$ cat config.mk
export PLATFORM = sky130hd
export DESIGN_NAME = nr4_coef_mul
export DESIGN_NICKNAME = d
export VERILOG_FILES = /design/src/rtl/nr4_pkg.sv /design/src/rtl/nr4_coef_rom.sv /design/src/rtl/nr4_pp_gen.sv /design/src/rtl/nr4_pp_sum.sv /design/src/rtl/nr4_coef_mul.sv
export SDC_FILE = /design/constraint.sdc
export NUM_CORES = 1
export LEC_CHECK = 0
export BUFFER_PORTS_ARGS = -buffer_cell sky130_fd_sc_hd__buf_2
export CELL_PAD_IN_SITES_DETAIL_PLACEMENT = 1
export CELL_PAD_IN_SITES_GLOBAL_PLACEMENT = 1
export CORE_ASPECT_RATIO = 1.5
export CORE_MARGIN = 5
export CORE_UTILIZATION = 45
export CTS_CLUSTER_SIZE = 25
export DETAILED_ROUTE_END_ITERATION = 8
export HOLD_SLACK_MARGIN = 0.12
export PLACE_DENSITY = 0.84
export SLEW_MARGIN = 20
export SYNTH_ARGS = -nofsm -noshare
export SYNTH_HDL_FRONTEND = slang
export SYNTH_SLANG_ARGS = --single-unit
$ cat constraint.sdc
create_clock -name clk -period 6.3 [get_ports clk]
set_input_delay 0.945 -clock clk [delete_from_list [all_inputs] [get_ports clk]]
set_output_delay 0.945 -clock clk [all_outputs]
set_load 0.02 [all_outputs]
$ cat src/rtl/nr4_pkg.sv
// Package: digit code mapping shared by the table builder, selectors and checks.
// Assumes a digit code is {high bit, low bit}; neg_high selects the convention.
package nr4_pkg;

    // Two-bit code for the digit whose value is congruent to resid modulo 4.
    function automatic logic [1:0] digit_code(input logic neg_high, input logic [1:0] resid);
        logic [1:0] c;
        if (neg_high) begin
            c = resid;                 // 0->00, 1->01, -2->10, -1->11
        end else begin
            case (resid)
                2'd0:    c = 2'b00;
                2'd1:    c = 2'b11;    // +1
                2'd2:    c = 2'b10;    // +2
                default: c = 2'b01;    // -1
            endcase
        end
        return c;
    endfunction

    // Signed value carried by a two-bit code.
    function automatic int code_value(input logic neg_high, input logic [1:0] code);
        if (neg_high) return int'(code[0]) - 2 * int'(code[1]);
        return 2 * int'(code[1]) - int'(code[0]);
    endfunction

endpackage

$ cat src/rtl/nr4_coef_rom.sv
// Coefficient table: encodes each signed CW-bit entry of COEF_TABLE into ND
// two-bit digits at elaboration, and returns the digit word for an index.
// Assumes ND digits are enough for every entry (ND = CW/2+1 is).
// An index at or past NCOEF returns all-zero digits.
module nr4_coef_rom #(
    parameter int          CW         = 8,
    parameter int          ND         = 5,
    parameter int          NCOEF      = 7,
    parameter int          IW         = 3,
    parameter bit          NEG_HIGH   = 1'b1,
    parameter logic [NCOEF*CW-1:0] COEF_TABLE = '0
) (
    input  logic [IW-1:0]   idx,
    output logic [2*ND-1:0] code
);
    import nr4_pkg::*;

    // Elaboration-time digit recurrence: peel off one radix-4 digit per step.
    function automatic logic [2*ND-1:0] encode(input logic signed [CW-1:0] c);
        int v;
        logic [2*ND-1:0] w;
        logic [1:0] cd;
        v = int'(c);
        w = '0;
        for (int j = 0; j < ND; j++) begin
            cd = digit_code(NEG_HIGH, v[1:0]);
            w[2*j +: 2] = cd;
            v = (v - code_value(NEG_HIGH, cd)) >>> 2;
        end
        return w;
    endfunction

    logic [2*ND-1:0] table_w [NCOEF];

    for (genvar e = 0; e < NCOEF; e++) begin : g_entry
        localparam logic [2*ND-1:0] ENC = encode(COEF_TABLE[e*CW +: CW]);
        assign table_w[e] = ENC;
    end

    // Table read with a zero coefficient for indices beyond the table.
    always_comb begin
        code = '0;
        if (int'(idx) < NCOEF) code = table_w[idx];
    end

endmodule

$ cat src/rtl/nr4_pp_gen.sv
// Partial-product selector for one digit: returns 0, X or 2X, bit-inverted
// when the digit is negative, plus a separate +1 correction flag.
// Assumes pp is later summed with neg at the same weight.
module nr4_pp_gen #(
    parameter int XW       = 8,
    parameter bit NEG_HIGH = 1'b1
) (
    input  logic [XW-1:0] x,
    input  logic [1:0]    code,
    output logic [XW+1:0] pp,
    output logic          neg
);
    localparam int PPW = XW + 2;

    logic sel1, sel2;
    logic [PPW-1:0] mag;

    // Sign of the digit depends on the convention.
    if (NEG_HIGH) begin : g_neg_high
        assign neg = code[1];
    end else begin : g_pos_high
        assign neg = code[0] & ~code[1];
    end

    assign sel2 = code[1] & ~code[0];
    assign sel1 = code[0];

    // Magnitude select followed by conditional inversion.
    always_comb begin
        mag = '0;
        if (sel2)      mag = {x[XW-1], x, 1'b0};
        else if (sel1) mag = {{2{x[XW-1]}}, x};
        pp = mag ^ {PPW{neg}};
    end

endmodule

$ cat src/rtl/nr4_pp_sum.sv
// Weighted sum of ND partial products: each one sign-extended, shifted by 2j,
// with its negation correction added at the same weight. Result taken mod 2^PW.
// Assumes PW > PPW.
module nr4_pp_sum #(
    parameter int ND  = 5,
    parameter int PPW = 10,
    parameter int PW  = 16
) (
    input  logic [ND*PPW-1:0] pp_flat,
    input  logic [ND-1:0]     neg,
    output logic [PW-1:0]     sum
);
    logic [PW-1:0] ext;

    // Accumulate shifted partial products and their +1 corrections.
    always_comb begin
        sum = '0;
        for (int j = 0; j < ND; j++) begin
            ext = {{(PW-PPW){pp_flat[j*PPW+PPW-1]}}, pp_flat[j*PPW +: PPW]};
            sum = sum + (ext << (2*j)) + (PW'(neg[j]) << (2*j));
        end
    end

endmodule

$ cat src/rtl/nr4_coef_mul.sv
// Top: multiplies signed in_x by table coefficient in_idx using stored
// two-bit radix-4 digits; the product is registered one cycle after in_valid.
// Assumes CW even, CW >= 4, and XW+CW <= 32.
module nr4_coef_mul #(
    parameter int XW         = 8,
    parameter int CW         = 8,
    parameter int NCOEF      = 7,
    parameter bit NEG_HIGH   = 1'b1,
    parameter logic [NCOEF*CW-1:0] COEF_TABLE =
        {8'hAA, 8'h55, 8'h80, 8'h7F, 8'hFF, 8'h01, 8'h00},
    localparam int IW = (NCOEF > 1) ? $clog2(NCOEF) : 1,
    localparam int PW = XW + CW
) (
    input  logic          clk,
    input  logic          rst_n,
    input  logic          in_valid,
    input  logic [XW-1:0] in_x,
    input  logic [IW-1:0] in_idx,
    output logic          out_valid,
    output logic [PW-1:0] out_prod
);
    localparam int ND  = CW / 2 + 1;
    localparam int PPW = XW + 2;

    logic [2*ND-1:0]   code_w;
    logic [ND*PPW-1:0] pp_w;
    logic [ND-1:0]     neg_w;
    logic [PW-1:0]     sum_w;

    nr4_coef_rom #(
        .CW(CW), .ND(ND), .NCOEF(NCOEF), .IW(IW),
        .NEG_HIGH(NEG_HIGH), .COEF_TABLE(COEF_TABLE)
    ) rom_i (
        .idx (in_idx),
        .code(code_w)
    );

    for (genvar j = 0; j < ND; j++) begin : g_digit
        nr4_pp_gen #(.XW(XW), .NEG_HIGH(NEG_HIGH)) pp_i (
            .x   (in_x),
            .code(code_w[2*j +: 2]),
            .pp  (pp_w[j*PPW +: PPW]),
            .neg (neg_w[j])
        );

        AST_DIGIT_VALUE: assert property (@(posedge clk) disable iff (!rst_n)
            in_valid |-> (int'($signed(pp_w[j*PPW +: PPW])) + int'(neg_w[j]))
                == nr4_pkg::code_value(NEG_HIGH, code_w[2*j +: 2]) * int'($signed(in_x)));
    end

    nr4_pp_sum #(.ND(ND), .PPW(PPW), .PW(PW)) sum_i (
        .pp_flat(pp_w),
        .neg    (neg_w),
        .sum    (sum_w)
    );

    // Output register: capture the sum on a valid input, hold otherwise.
    always_ff @(posedge clk) begin
        if (!rst_n) begin
            out_valid <= 1'b0;
            out_prod  <= '0;
        end else begin
            out_valid <= in_valid;
            if (in_valid) out_prod <= sum_w;
        end
    end

    // Behavioural reference coefficient, used only by the checks below.
    function automatic int coef_at(input logic [IW-1:0] i);
        if (int'(i) >= NCOEF) return 0;
        return int'($signed(COEF_TABLE[int'(i)*CW +: CW]));
    endfunction

    logic [PW-1:0] ref_w;
    always_comb ref_w = PW'(int'($signed(in_x)) * coef_at(in_idx));

    AST_RESET_CLEAR: assert property (@(posedge clk)
        !rst_n |=> (!out_valid && out_prod == '0));
    AST_VALID_RISE: assert property (@(posedge clk) disable iff (!rst_n)
        in_valid |=> out_valid);
    AST_VALID_IDLE: assert property (@(posedge clk) disable iff (!rst_n)
        !in_valid |=> !out_valid);
    AST_PRODUCT: assert property (@(posedge clk) disable iff (!rst_n)
        in_valid |=> out_prod == $past(ref_w));
    AST_HOLD: assert property (@(posedge clk) disable iff (!rst_n)
        !in_valid |=> $stable(out_prod));
    AST_RANGE_ZERO: assert property (@(posedge clk) disable iff (!rst_n)
        (in_valid && int'(in_idx) >= NCOEF) |=> out_prod == '0);

endmodule

* Word level (Yosys, flattened, before mapping)
Memories as Yosys holds them, arrays and structs flattened.
Index checks and enable logic that the tools add are counted.
W data, S select, Z words.
** Word-level totals
- Register bits after elaboration :: 17
- Bits in read-only memories :: 80
- Input bits :: 14
- Memories :: 1
** Memories
- (name not given) :: words 8, width 10, rd ports 1, clocked after Yosys merged registers in 0, write ports 0, RTL line nr4_coef_rom.sv:43 : if (int'(idx) < NCOEF) code = table_w[idx];
** Cells by class
- Add/sub/neg operators :: 9
- Magnitude comparators :: 2
- Mux-type cells :: 13
- Bitwise logic cells :: 16
** Operators with widths (number)
- $mux W10 :: 11
- $add A16 B16 Y16 :: 4
- $xor A10 B10 Y10 :: 4
- $add A16 B3 Y16 :: 1
- $add A16 B5 Y16 :: 1
- $add A16 B7 Y16 :: 1
- $add A16 B9 Y16 :: 1
- $mux W8 :: 2
- $add A10 B2 Y11 :: 1
- $xor A8 B8 Y8 :: 1
- $and A1 B1 Y1 :: 5
- $not A1 Y1 :: 5
- $ge A4 B4 Y1 const B :: 1
- $not A3 Y4 :: 1
- $lt A3 B3 Y1 const B :: 1

* Longest topological paths before layout
Gate-level depths: netlist of run 1.
- Word-level depth :: 18
- Mapped depth :: 23

* By module
From an unflattened synthesis of run 1, not the netlist that was laid out.
** Unflattened totals
- Cell total of the unflattened synthesis :: 370
- Area, all modules :: 3507.1 um^2
** Modules (own cells, without submodules)
- nr4_pp_sum :: instances 1, cells each 158, area each 1512.7 um^2, seq. area each 0.0 um^2
- nr4_pp_gen :: instances 5, cells each 29, area each 251.5 um^2, seq. area each 0.0 um^2
- nr4_coef_mul :: instances 1, cells each 53, area each 643.1 um^2, seq. area each 340.3 um^2
- nr4_coef_rom :: instances 1, cells each 14, area each 93.8 um^2, seq. area each 0.0 um^2

* Least setup slack after synthesis of run 1
OpenSTA, ideal clock, no wires.
- Path kind :: input -> register
- Start point :: in in_idx[1]
- End point :: reg out_prod[14]
- Data arrival time :: 5153 ps
- Required time :: 6174 ps
- Setup slack :: 1021 ps
- Stages :: 20
- Cells stage by stage :: buf_2 clkbuf_1 nand2b_1 nand2_1 nand2_1 ha_1 nand4_1 nor2_1 xor2_1 fa_1 fa_1 fa_1 inv_1 ha_1 a21o_1 a21oi_1 o21bai_1 a2111oi_0 a211o_1 o211ai_1
** On the way
- Cells in the longest elaborated chain, start to end :: 18
- Elaborated cells between the ends (all ways) :: 40
- Classes of those cells :: add/sub: 9; order compare: 1; mux: 13; bitwise: 16; memory: 1
** RTL lines
- start: declaration :: RTL line nr4_coef_mul.sv:18 : input logic [IW-1:0] in_idx,
- $not A3 Y4 (not written as such) :: RTL line nr4_coef_rom.sv:43
- $mem_v2 Z8 W10
- $mux W10 (not written as such) (2 in a row) :: RTL line nr4_coef_rom.sv:43
- $mux W10 * :: RTL line nr4_coef_rom.sv:43
- $not A1 Y1 :: RTL line nr4_pp_gen.sv:25 : assign sel2 = code[1] & ~code[0];
- $and A1 B1 Y1 :: RTL line nr4_pp_gen.sv:25
- $mux W10 :: RTL line nr4_pp_gen.sv:31 : if (sel2) mag = {x[XW-1], x, 1'b0};
- $xor A10 B10 Y10 :: RTL line nr4_pp_gen.sv:33 : pp = mag ^ {PPW{neg}};
- $add A10 B2 Y11 :: RTL line nr4_pp_sum.sv:20 : sum = sum + (ext << (2*j)) + (PW'(neg[j]) << (2*j));
- $add A16 B16 Y16 :: RTL line nr4_pp_sum.sv:20
- $add A16 B3 Y16 :: RTL line nr4_pp_sum.sv:20
- $add A16 B16 Y16 :: RTL line nr4_pp_sum.sv:20
- $add A16 B5 Y16 :: RTL line nr4_pp_sum.sv:20
- $add A16 B16 Y16 :: RTL line nr4_pp_sum.sv:20
- $add A16 B7 Y16 :: RTL line nr4_pp_sum.sv:20
- $add A16 B16 Y16 :: RTL line nr4_pp_sum.sv:20
- $add A16 B9 Y16 * :: RTL line nr4_pp_sum.sv:20
- end signal: assignment :: RTL line nr4_coef_mul.sv:64 : if (in_valid) out_prod <= sum_w;
- end: declaration :: RTL line nr4_coef_mul.sv:20 : output logic [PW-1:0] out_prod
Mark *: on every way between the ends. The rest lies on a longest branch, timed or not. The select of a mux whose other input is x is not followed.
A chain may end at the register's enable or synchronous reset.

* Worst setup path after layout of run 1
Same ends and word-level chain as after synthesis.

==> results of run 1 <==
metrics by stage:
stage	hold slack, ps	setup slack, ps
floorplan	553	1020
global placement	467	556
detailed placement	478	431
CTS	489	663
global route	531	188
finish	481	685
metal layers:
metal  part of all wire (%)  wire length [µm]
met1                     41              2890
met2                     56              3980
met3                    1.5               110
met4                    2.1               147
met5                      0                 0
cells by family after synthesis:
family                     synth area share [%]
adders and majority gates                  28.3
AOI/OAI and AO/OA                          18.2
buffers and inverters                      9.88
DFF                                        12.2
muxes                                      4.67
xor gates and xnor gates                   6.56
and+or+nand+nor                            20.2
registers in the layout, summed over array words and instances, names as in the netlist:
signal     flops
out_valid      1
out_prod      16
final timing paths:
path | start | end | slack (ps)
worst max-delay path | in_idx[1] | out_prod[14] | 690
worst min-delay path | out_prod[7] | out_prod[7] | 480
worst max register to register | out_prod[2] | out_prod[2] | 5590
worst min register to register | out_prod[7] | out_prod[7] | 480
cells in the mapped netlist (all sizes together):
master	count	area [µm²]
o22ai	4	25.0
a22oi	7	52.6
clkbuf	16	60.1
nand2b	3	18.8
or3b	3	26.3
dfxtp	17	340
nand4b	3	26.3
xor2	8	70.1
buf	7	42.5
a21boi	2	15.0
xnor2	12	113
mux2i	13	130
nand3	5	37.5
inv	46	173
a31oi	2	12.5
o211ai	4	45.1
a21o	4	30.0
o21ai	28	140
a21oi	14	70.1
or4b	3	30.0
and2b	1	7.51
o21a	1	7.51
or3	2	12.5
a2111o	1	11.3
nor3	2	10.0
and3	1	6.26
fa	25	500
a211o	1	8.76
nand2	37	146
nor2b	3	18.8
nand4	1	6.26
a2111oi	1	8.76
a31o	1	8.76
and2	6	40.0
or2b	4	30.0
ha	23	288
a211oi	3	22.5
o31a	1	8.76
a22o	2	17.5
and3b	2	17.5
nor2	20	75.1
a311oi	1	8.76
nand3b	7	52.6
o21bai	2	15.0
cell type report:
cell class	instances	area [µm²]
fillers	767	3110
multi-input cells	263	2170
flip-flops and latches	17	340
inverters	46	173
repair buffers	31	158
well taps	74	92.6
clock buffers	3	41.3
clock inverters	1	5.00
critical path: cells and delay by family:
family / cells / cell delay, ps
AND/OR/NAND/NOR: 5 / 800
XOR/XNOR: 1 / 100
AO/OA/AOI/OAI: 6 / 1380
adder cells (fa/ha/maj): 5 / 1920
buffers and inverters: 3 / 600
where the power goes:
group / internal [µW] / switching, µW
combinational: 135 / 204
clock: 43.9 / 37.0
sequential: 126 / 7.82
==> qor.csv, run 1 <==
metric,value,unit
Fin Setup TNS,0,ps
post-detail-place hpwl,5950,µm
pwr/cell area,186,mW/mm²
Final Hold Viols,0,
Max clock buf depth,2,
most frequent cells in the layout,"45 x inv_1, 36 x nand2_1, 30 x buf_2, 28 x o21ai_0, 25 x fa_1",
Nets,424,
"commonest non-fill, non-tap cell in the layout",inv_1,
"antenna viol nets, final",0,
Vias/cell,5.54,
number of global-route vias before repair,2607,
CP Launch Type,input port,
total CTS buffers,3,
min-delay worst type,flip-flop to flip-flop,
crit path time final,5610,ps
Clock Latency Late Sink,250,ps
synth warn,0,
post-layout power,554,µW
clock sinks,17,
Non-Filler Instances,435,
Max Slew Vio Count,0,
Leakage,0.00147,µW
post-route cell area,0.00298,mm²
CTS tree,built,
Avg Inst Size Synth,7.98,µm²
met1 Use GR,24.0,%
"Setup Fix Bufs, Post-CTS",0,
die footprint,0.00790,mm²
hold depth,2,
Post-Synthesis Cells,349,
first-pass GRT wire length,12300,µm
"Req. time, crit path",6440,ps
#FFs+latches synth,17,
Worst Setup Path Type,input port to flip-flop,
Worst Skew,0,ps
global route total overflow,0,
placed cell area,0.00293,mm²
share of cells above drive strength 1,12.5,%
die height,106,µm
Slew HR,35.4,%
drt first-iter violations,81,
Max-Cap Viols,0,
Port Buf Inserts,30,
synth unique cells,54,
Worst R2R Path Depth,2,
CP max-delay cell,a2111oi_0,
Final Util,49.0,%
Cells after DPL,431,
endpoint class of the critical path,flip-flop,
DR vias,2410,
Pre-Repair DR Iteration Count,4,
Fmax,178,MHz
"Net Count, Synth",411,
core area,0.00609,mm²
unrepaired setup endpoints after global routing,false,
drt drc,0,
Worst path most repeated cell,fa_1,
ant diodes,0,
Peak VDD IR,0.0000585,V
GPL Wtd Cong,0.847,
status,"complete, no violations",
antenna violations before repair,0,
htree depth,1,
Post-CTS Hold Buffers,0,
CP max FO,36,
GR Layer Usage met3,0.851,%
Initial Utilization,45.8,%
GR Util All Layers,19.7,%
actual slew at the worst max-slew pin,959,ps
Mapped Area,0.00279,mm²
clock tree root buffer cell,clkbuf_8,
Std-Cell Rows,35,
Die W,74.3,µm
sequential area share after synthesis,12.2,%
CP Cell Sequence,buf_2 > and2b_1 > inv_1 > nand2_1 > nand2_1 > ha_1 > nand4_1 > nor2_1 > xor2_1 > fa_1 > fa_1 > fa_1 > inv_1 > ha_1 > a21o_1 > a21oi_1 > o21bai_1 > a2111oi_0 > a211o_1 > o211ai_1,
final number of setup-violating endpoints,0,
GR Util met2,36.0,%
Post-Route WL,7130,µm
area growth from synthesis to layout,6.96,%
global route hottest layer,met2,
clk slew on worst S/H paths,60,ps
post-DR wirelength/cell,16.4,µm
fin crit share,89.1,%
IO Count,31,
CP arrival,5750,ps
largest net degree at the start of global routing,37,
post_cts resized,0,
Worst path max stage delay,560,ps
Note: power is estimated with default switching activity, not from simulation.
==> inputs of run 2 (changes only) <==
--- a/config.mk
+++ b/config.mk
@@ -6,15 +6,13 @@
 export NUM_CORES = 1
 export LEC_CHECK = 0
 export BUFFER_PORTS_ARGS = -buffer_cell sky130_fd_sc_hd__buf_2
-export CELL_PAD_IN_SITES_DETAIL_PLACEMENT = 1
-export CELL_PAD_IN_SITES_GLOBAL_PLACEMENT = 1
 export CORE_ASPECT_RATIO = 1.5
 export CORE_MARGIN = 5
-export CORE_UTILIZATION = 45
+export CORE_UTILIZATION = 60
 export CTS_CLUSTER_SIZE = 25
 export DETAILED_ROUTE_END_ITERATION = 8
 export HOLD_SLACK_MARGIN = 0.12
-export PLACE_DENSITY = 0.84
+export PLACE_DENSITY = 0.83
 export SLEW_MARGIN = 20
 export SYNTH_ARGS = -nofsm -noshare
 export SYNTH_HDL_FRONTEND = slang
==> qor.csv, run 2 (same netlist as run 1, synthesis figures left out) <==
metric,value,unit
Std-Cell Rows,30,
Leakage,0.00147,µW
CP Launch Type,input port,
clock sinks,17,
share of cells above drive strength 1,12.2,%
CP max FO,36,
Largest register FFs,16,
clk slew on worst S/H paths,60,ps
post-DR wirelength/cell,14.0,µm
largest registers,"out_prod: 16 flops, out_valid: 1 flops",
Reg with most FFs,out_prod,
final number of setup-violating endpoints,0,
most frequent cells in the layout,"45 x inv_1, 36 x nand2_1, 30 x buf_2, 28 x o21ai_0, 25 x fa_1",
pwr/cell area,183,mW/mm²
actual slew at the worst max-slew pin,974,ps
Max clock buf depth,2,
Die W,65.6,µm
Port Buf Inserts,30,
first-pass GRT wire length,10300,µm
unrepaired setup endpoints after global routing,false,
global route total overflow,0,
crit path time final,5630,ps
GPL Wtd Cong,0.904,
IO Count,31,
CP Cell Sequence,buf_2 > and2b_1 > inv_1 > nand2_1 > nand2_1 > ha_1 > nand4_1 > nor2_1 > xor2_1 > fa_1 > fa_1 > fa_1 > inv_1 > ha_1 > a21o_1 > a21oi_1 > o21bai_1 > a2111oi_0 > a211o_1 > o211ai_1,
die footprint,0.00613,mm²
CTS tree,built,
Post-Route WL,5730,µm
CP max-delay cell,a2111oi_0,
antenna violations before repair,0,
Worst Setup Path Type,input port to flip-flop,
Fin Setup TNS,0,ps
drt first-iter violations,138,
post_cts resized,0,
number of fill cells in the layout,408,
"antenna viol nets, final",0,
Slew HR,34.4,%
Fmax,178,MHz
drt drc,0,
Worst path most repeated cell,fa_1,
htree depth,1,
Final Hold Viols,0,
Post-CTS Hold Buffers,0,
ant diodes,0,
status,"complete, no violations",
largest net degree at the start of global routing,37,
area growth from synthesis to layout,5.75,%
post-detail-place hpwl,4680,µm
"commonest non-fill, non-tap cell in the layout",inv_1,
Hold WS,481,ps
min-delay worst type,flip-flop to flip-flop,
Nets,424,
endpoint class of the critical path,flip-flop,
Max Slew Vio Count,0,
"Req. time, crit path",6430,ps
Peak VDD IR,0.0000742,V
number of global-route vias before repair,2351,
die height,93.5,µm
fin crit share,89.4,%
Vias/cell,5.80,
GR Util All Layers,20.5,%
Worst path max stage delay,620,ps
Max-Cap Viols,0,
Initial Utilization,61.9,%
total CTS buffers,3,
clock tree root buffer cell,clkbuf_8,
Pre-Repair DR Iteration Count,5,
"Setup Fix Bufs, Post-CTS",0,
DR vias,2374,
Worst Skew,0,ps
core area,0.00450,mm²
Clock Latency Late Sink,240,ps
CP arrival,5770,ps
## run 2: layer usage
layer / GRT usage [%] / wire (µm) / vias up
li1: - / - / 1192
met1: 26.1 / 2460 / 1130
met2: 35.6 / 3010 / 39
met3: 1.56 / 135 / 13
met4: 7.27 / 123 / 0
met5: 0 / 0 / -
## run 2: report_power, final
group / total (µW) / internal [µW] / switching (µW)
clock network: 79.0 / 44.8 / 34.2
registers: 134 / 126 / 7.71
logic: 327 / 133 / 194
## run 2: critical path: cells and delay by family
kind | cells | cell delay (ps)
compound gates | 6 | 1440
buf+inv | 3 | 600
fa+ha+maj | 5 | 1930
xor+xnor | 1 | 100
simple gates | 5 | 750
## run 2: stage by stage
step	cells	setup slack, ps	util [%]	total power (µW)	cell area (µm²)
6_report	409	666	65.4	539	2950
5_1_grt	409	228	65.4	597	2950
4_1_cts	409	672	65.4	546	2950
3_5_place_dp	405	447	64.4	462	2900
3_3_place_gp	405	620	64.4	450	2900
2_1_floorplan	349	1020	-	392	2790
## run 2: path summary, 6_finish.rpt
kind	startpoint	endpoint	slack, ps	depth (start not counted)
max	in_idx[1]	out_prod[14]	670	20
min	out_prod[2]	out_prod[2]	480	2
max reg2reg	out_prod[13]	out_prod[13]	5590	2
min reg2reg	out_prod[2]	out_prod[2]	480	2
## run 2: cell type report
class	instances	area [µm²]	share of cell area [%]
multi-input cells	263	2170	73.7
flip-flops and latches	17	340	11.5
inverters	46	173	5.86
repair buffers	31	158	5.35
well taps	48	60.1	2.04
clock buffers	4	45.0	1.53
